**src/rtl/simd_csr_pkg.sv**
```systemverilog
package simd_csr_pkg;
  localparam int CSR_W     = 32;
  localparam int NUM_EXC   = 6;
  localparam int MASK_LSB  = 7;
  localparam int RSV_LSB   = 16;
  localparam logic [CSR_W-1:0] CSR_RESET = 32'h0000_1F80;
endpackage

```
**src/rtl/csr_load_check.sv**
```systemverilog
module csr_load_check #(
  parameter int CSR_W   = 32,
  parameter int RSV_LSB = 16
) (
  input  logic [CSR_W-1:0] ld_data,
  output logic             ld_ok
);
  always_comb ld_ok = ~|ld_data[CSR_W-1:RSV_LSB];
endmodule

```
**src/rtl/csr_trap_eval.sv**
```systemverilog
module csr_trap_eval #(
  parameter int NUM_EXC  = 6,
  parameter int STORE_W  = 16,
  parameter int MASK_LSB = 7
) (
  input  logic [STORE_W-1:0] csr_q,
  input  logic               op_valid,
  input  logic [NUM_EXC-1:0] op_exc,
  output logic [NUM_EXC-1:0] unmasked
);
  for (genvar i = 0; i < NUM_EXC; i++) begin : g_exc
    assign unmasked[i] = op_valid & op_exc[i] & ~csr_q[MASK_LSB+i];
  end
endmodule

```
**src/rtl/simd_csr_unit.sv**
```systemverilog
module simd_csr_unit
  import simd_csr_pkg::*;
#(
  parameter int NUM_EXC_P  = NUM_EXC,
  parameter int MASK_LSB_P = MASK_LSB,
  parameter int RSV_LSB_P  = RSV_LSB
) (
  input  logic                 clk,
  input  logic                 rst_n,
  input  logic                 ld_en,
  input  logic [CSR_W-1:0]     ld_data,
  output logic                 ld_fault,
  input  logic                 op_valid,
  input  logic [NUM_EXC_P-1:0] op_exc,
  output logic                 trap,
  output logic [NUM_EXC_P-1:0] trap_cause,
  output logic [CSR_W-1:0]     csr_rd
);
  localparam int STORE_W = RSV_LSB_P;
  localparam int ZERO_W  = CSR_W - RSV_LSB_P;

  logic [STORE_W-1:0]   csr_q, csr_d;
  logic                 ld_ok;
  logic [NUM_EXC_P-1:0] unm;

  csr_load_check #(.CSR_W(CSR_W), .RSV_LSB(RSV_LSB_P)) u_chk (
    .ld_data(ld_data), .ld_ok(ld_ok));

  csr_trap_eval #(.NUM_EXC(NUM_EXC_P), .STORE_W(STORE_W), .MASK_LSB(MASK_LSB_P)) u_trap (
    .csr_q(csr_q), .op_valid(op_valid), .op_exc(op_exc), .unmasked(unm));

  // An accepted load replaces the word; a report in the same cycle then ORs in.
  always_comb begin
    csr_d = (ld_en && ld_ok) ? ld_data[STORE_W-1:0] : csr_q;
    if (op_valid) csr_d[NUM_EXC_P-1:0] = csr_d[NUM_EXC_P-1:0] | op_exc;
  end

  always_ff @(posedge clk) begin
    if (!rst_n) begin
      csr_q      <= CSR_RESET[STORE_W-1:0];
      ld_fault   <= 1'b0;
      trap       <= 1'b0;
      trap_cause <= '0;
    end else begin
      csr_q      <= csr_d;
      ld_fault   <= ld_en && !ld_ok;
      trap       <= |unm;
      trap_cause <= unm;
    end
  end

  assign csr_rd = {{ZERO_W{1'b0}}, csr_q};
endmodule

```
**config.mk**
```make
export PLATFORM = sky130hd
export DESIGN_NAME = simd_csr_unit
export DESIGN_NICKNAME = d
export VERILOG_FILES = /design/src/rtl/simd_csr_pkg.sv /design/src/rtl/csr_load_check.sv /design/src/rtl/csr_trap_eval.sv /design/src/rtl/simd_csr_unit.sv
export SDC_FILE = /design/constraint.sdc
export NUM_CORES = 1
export LEC_CHECK = 0
export ABC_AREA = 1
export CORE_MARGIN = 2
export CORE_UTILIZATION = 36
export CTS_CLUSTER_SIZE = 20
export DETAILED_ROUTE_END_ITERATION = 10
export PLACE_DENSITY = 0.84
export SYNTH_ARGS = -nofsm -noshare
export SYNTH_HDL_FRONTEND = slang
export SYNTH_SLANG_ARGS = --single-unit
```
**constraint.sdc**
```tcl
create_clock -name clk -period 2.9 [get_ports clk]
set_clock_uncertainty 0.15 [all_clocks]
set_input_delay 0.725 -clock clk [delete_from_list [all_inputs] [get_ports clk]]
set_output_delay 0.725 -clock clk [all_outputs]
set_load 0.01 [all_outputs]
```
# ---- After elaboration in Yosys (flattened, before gate mapping)
# Cells that the tools add are included.
dict set report classes {
  multipliers 0
  eq_ne 0
  n_reduce_logical 5
  shifts 0
  mux 2
  div 0
  magnitude_cmp 0
  addsub 0
  n_bitwise 19
}
# op count
set op_table {}
lappend op_table {{OR reduction 16 bit} 1}
lappend op_table {{AND 1 bit} 12}
lappend op_table {{two-way mux 6 bit} 2}
lappend op_table {{NOT 1 bit} 6}
lappend op_table {{OR 6 bit} 1}
lappend op_table {{OR reduction 6 bit} 1}
lappend op_table {{logical AND 1 bit} 2}
lappend op_table {{logical NOT 1 bit} 1}
dict set report totals {
  mem_bits_ro 0
  ram_bits 0
  elab_cells 31
  output_inout_bits 40
  regBits 24
  input_bits 42
  memories 0
  latch_bits 0
}

# ---- Depth between registers and ports, before layout
dict set report logic_depth {
  depth_word 6
  mapped_depth 9
  ltp_nobuf 8
}

# ---- Cells and area by module
# From an unflattened synthesis, not the netlist that was laid out.
dict set report hier_totals {
  hier_cells 173
  area_unflattened_um2 1182.4
}
# mod seq_area_each_um2 cells_per_inst area_each_um2 instances
set by_module_without_submodules {}
lappend by_module_without_submodules {simd_csr_unit 480.5 134 1033.5 1}
lappend by_module_without_submodules {csr_load_check 0.0 27 103.8 1}
lappend by_module_without_submodules {csr_trap_eval 0.0 12 45.0 1}

# ---- Worst setup path before layout
# No wires, ideal clock.
dict set report synth_path {
  path_type {input port to flip-flop}
  start {input ld_data[31]}
  end {register csr_q[4]}
  setup_slack_ps 1085
  required_time_ps 2640
  cell_stages 9
  t_arrival_ps 1555
  n_path_buf 1
  setup_time_ps 110
  cell_sequence {nor2_1 nand2_1 nor2_4 nand3_2 buf_6 nand2_1 nand3_1 nand2_1 inv_1}
}
dict set report synth_between {
  elab_chain_len 6
}
# element line_no
set synth_rtl {}
lappend synth_rtl {{from (decl)} simd_csr_unit.sv:11} ;# input logic [CSR_W-1:0] ld_data,
lappend synth_rtl {{OR reduction 16 bit (*)} csr_load_check.sv:8} ;# always_comb ld_ok = ~|ld_data[CSR_W-1:RSV_LSB];
lappend synth_rtl {{logical NOT 1 bit (*)} csr_load_check.sv:8}
lappend synth_rtl {{logical AND 1 bit (*)} simd_csr_unit.sv:34} ;# csr_d = (ld_en && ld_ok) ? ld_data[STORE_W-1:0] : csr_q;
lappend synth_rtl {{two-way mux 6 bit (*)} simd_csr_unit.sv:34}
lappend synth_rtl {{OR 6 bit} simd_csr_unit.sv:35} ;# if (op_valid) csr_d[NUM_EXC_P-1:0] = csr_d[NUM_EXC_P-1:0] | op_exc;
lappend synth_rtl {{two-way mux 6 bit (*)} simd_csr_unit.sv:35}
lappend synth_rtl {{to (signal assigned)} simd_csr_unit.sv:40} ;# csr_q <= CSR_RESET[STORE_W-1:0];
lappend synth_rtl {{to (signal assigned)} simd_csr_unit.sv:45} ;# csr_q <= csr_d;
lappend synth_rtl {{to (decl)} simd_csr_unit.sv:22} ;# logic [STORE_W-1:0] csr_q, csr_d;
# Mark *: on every way between the ends. The rest lies on a longest branch, timed or not.
# A chain may end at the register's enable or synchronous reset.

# ---- Worst setup path after layout
dict set report layout_path {
  start {register csr_q[10]}
  end {output csr_rd[10]}
}
# element line_no
set layout_rtl {}
lappend layout_rtl {{to (decl)} simd_csr_unit.sv:17} ;# output logic [CSR_W-1:0] csr_rd
# No word-level cell between the ends.

==> impl_metrics.yaml <==
status:
  outcome: "complete, no violations"
global_routing:
  grt_antenna_before_repair: 0
  globalRouteOverflowTotal: 0
  largest_net_degree_at_the_start_of_global_routing: 15
  grt_pass1_vias: 1020
  global_route.usage.total_pct: 15.41
  wire_length_of_the_first_global_routing_pass_um: 4222
logic_synthesis:
  yosysSeqAreaShare_pct: 43.29
  postSynthCellCount: 147
  post_synth_instance_area_sq_um: 1110
  unique_cell_type_count_in_the_yosys_netlist: 18
  yosys_register_bits: 24
  avgSynthCellArea_sq_um: 7.550
  yosysWarningCount: 0
timing:
  timing_max_transition_violations_final: 0
  setup_viol: 0
  max_freq_mhz: 468.3
  rsz0062_at_grt: "no"
  timing.final.crit_period_ns: 2.136
  timing.setup.tns_ns: 0
  final_hold_viol_count: 0
  period_share_pct: 73.64
  postLayoutSetupSlackWorst_ns: 0.7645
power:
  power_frac_clock_pct: 23.4
  leakage_nw: 0.7455
  internal_power_mw: 0.4518
  power_switching_share_pct: 23.22
  power.share.sequential_pct: 57.7
  power_frac_comb_pct: 18.9
  total_switching_power_mw: 0.1366
  vdd.ir_drop.worst_uv: 149.4
  power.density_nw_per_um2: 342.0
layout:
  layout-drive-gt1-share_pct: 4.306
  most-common-layout-cells: "clkdlybuf4s50_1, nand2_1, dfxtp_1, conb_1"
  nNetsFinal: 253
  diodes: 0
  areaGrowthSynthToFinish_pct: 55.02
  filler_cell_count: 287
  multiInputGateArea_sq_um: 480.5
  ff_latch_area_sq_um: 480.5
  final_common_cell: "clkdlybuf4s50_1"
die:
  die_width_um: 59.53
  io_pins: 82
  core_area_sq_um: 3003
  rows: 20
  die_h_um: 59.53
  initial_core_util_pct: 36.96
  die_area_sq_um: 3543
placement:
  portBuffers: 65
  preCtsSetupSlack_ns: 0.5049
  place.detailed.hpwl_um: 2196
  routabilityCongestion: 0.8435
clocking:
  tritoncts: "done"
  clk_latency_ns: 0.30
  cts.sink_count: 24
  cts_resized: 0
  post_cts_hold_buffer_count: 0
  cts_htree_levels: 1
  post-cts-setup-buffer-count: 0
  cts-root-buf: "clkbuf_4"
  num_cts_buffers: 3
  worst_setup_hold_path_clk_slew_ns: 0.12
  cts_max_path_buffers: 2
detailed_routing:
  route.antenna.remaining_nets: 0
  m1WireLength_um: 1076
  route.final.wire_length_um: 2689
  drt-pass1-iter-count: 4
  remaining_drc_errors: 0
  routed_via_density: 4.475
  drt_iter0_markers: 47
  highest-signal-layer: "met4"
  routed-via-count: 1083
  met3RoutedLength_um: 184
  wire_per_inst_um: 11.11
  met2WireLength_um: 1377
flow_run:
  cap_viol_max_count: 0
setup_path:
  crit_path_max_fanout: 4
  timing.critical_path.slowest_stage_cell: "clkdlybuf4s50_1"
  worstSetupStartpointType: "flip-flop"
  critical_path_required_ns: 2.03
  cp_top_family: "buffers and inverters"
  critPathKind: "reg -> out"
  cp.arrival_ns: 1.26
  end_kind: "output pin"
  worst-path-buf-inv: 1
  crit_path_cell_trace: "clkdlybuf4s50_1"
  slowest_cell_delay_on_critical_path_ns: 0.55
worst_hold_path:
  holdCritPathClass: "reg -> reg"
cells in the mapped netlist:
| cell | instances | area [sq um] |
|---|---|---|
| nand3_2 | 1 | 10.01 |
| conb_1 | 1 | 3.750 |
| nand2_1 | 39 | 146.4 |
| nor2_4 | 3 | 33.78 |
| clkbuf_1 | 3 | 11.26 |
| nand4_1 | 6 | 37.54 |
| buf_6 | 2 | 22.52 |
| o21ai_0 | 4 | 20.02 |
| dfxtp_1 | 24 | 480.5 |
| o22ai_1 | 1 | 6.260 |
| buf_4 | 16 | 120.1 |
| nand3_1 | 12 | 60.06 |
| inv_1 | 10 | 37.54 |
| nand2_2 | 1 | 6.260 |
| clkbuf_8 | 1 | 13.76 |
| nor3_1 | 5 | 25.02 |
| a21oi_1 | 6 | 30.03 |
| nor2_1 | 12 | 45.04 |
cell families (layout without fill, tap and decap cells):
group	after synthesis	after routing	synth area share [%]
other	1	16	0.3379
buffers and inverters	32	79	18.49
AOI/OAI and AO/OA	11	11	5.074
DFF	24	24	43.29
and+or+nand+nor	79	79	32.81
power by group through the flow:
stage          Combinational (mW)  Clock (mW)  Sequential [mW]
4_1_cts                     0.111       0.140            0.340
3_5_place_dp                0.111           0            0.347
3_3_place_gp                0.110           0            0.347
5_1_grt                     0.122       0.147            0.341
2_1_floorplan              0.0513           0            0.349
6_report                    0.111       0.138            0.340
cell type report:
| cell class | count | share of cell area (%) |
|---|---|---|
| flip-flops and latches | 24 | 27.93 |
| well taps | 33 | 2.400 |
| clock buffers | 3 | 1.309 |
| repair buffers | 66 | 38.25 |
| multi-input cells | 106 | 27.93 |
| inverters | 10 | 2.182 |
metal layers:
layer / GRT usage, % / vias up
li1: - / 567
met1: 17.56 / 458
met2: 28.10 / 52
met3: 2.402 / 6
met4: 6.667 / 0
met5: 0 / -
through the flow:
step / cells / util, % / cell area [sq um] / hold slack, ns / total power, mW
3_3_place_gp: 239 / 56.54 / 1698 / 0.3023 / 0.4568
5_1_grt: 242 / 57.29 / 1720 / 0.3503 / 0.6093
6_report: 242 / 57.29 / 1720 / 0.3287 / 0.5884
3_5_place_dp: 239 / 56.54 / 1698 / 0.3145 / 0.4578
2_1_floorplan: 162 / - / 1166 / 0.3373 / 0.4007
4_1_cts: 242 / 57.29 / 1720 / 0.3324 / 0.5914
registers in the layout, indices dropped and copies added, names as in the netlist:
name and cells:
trap_cause 6, ld_fault 1, csr_q 16, trap 1
worst paths after layout:
check / startpoint / endpoint / slack [ns] / depth (start not counted)
hold reg to reg: csr_q[13] / csr_q[13] / 0.33 / 2
setup / recovery: csr_q[10] / csr_rd[10] / 0.76 / 1
setup reg to reg: csr_q[7] / trap / 1.82 / 5
hold / removal: csr_q[13] / csr_q[13] / 0.33 / 2
No activity file was read; power rests on OpenSTA's default activity.
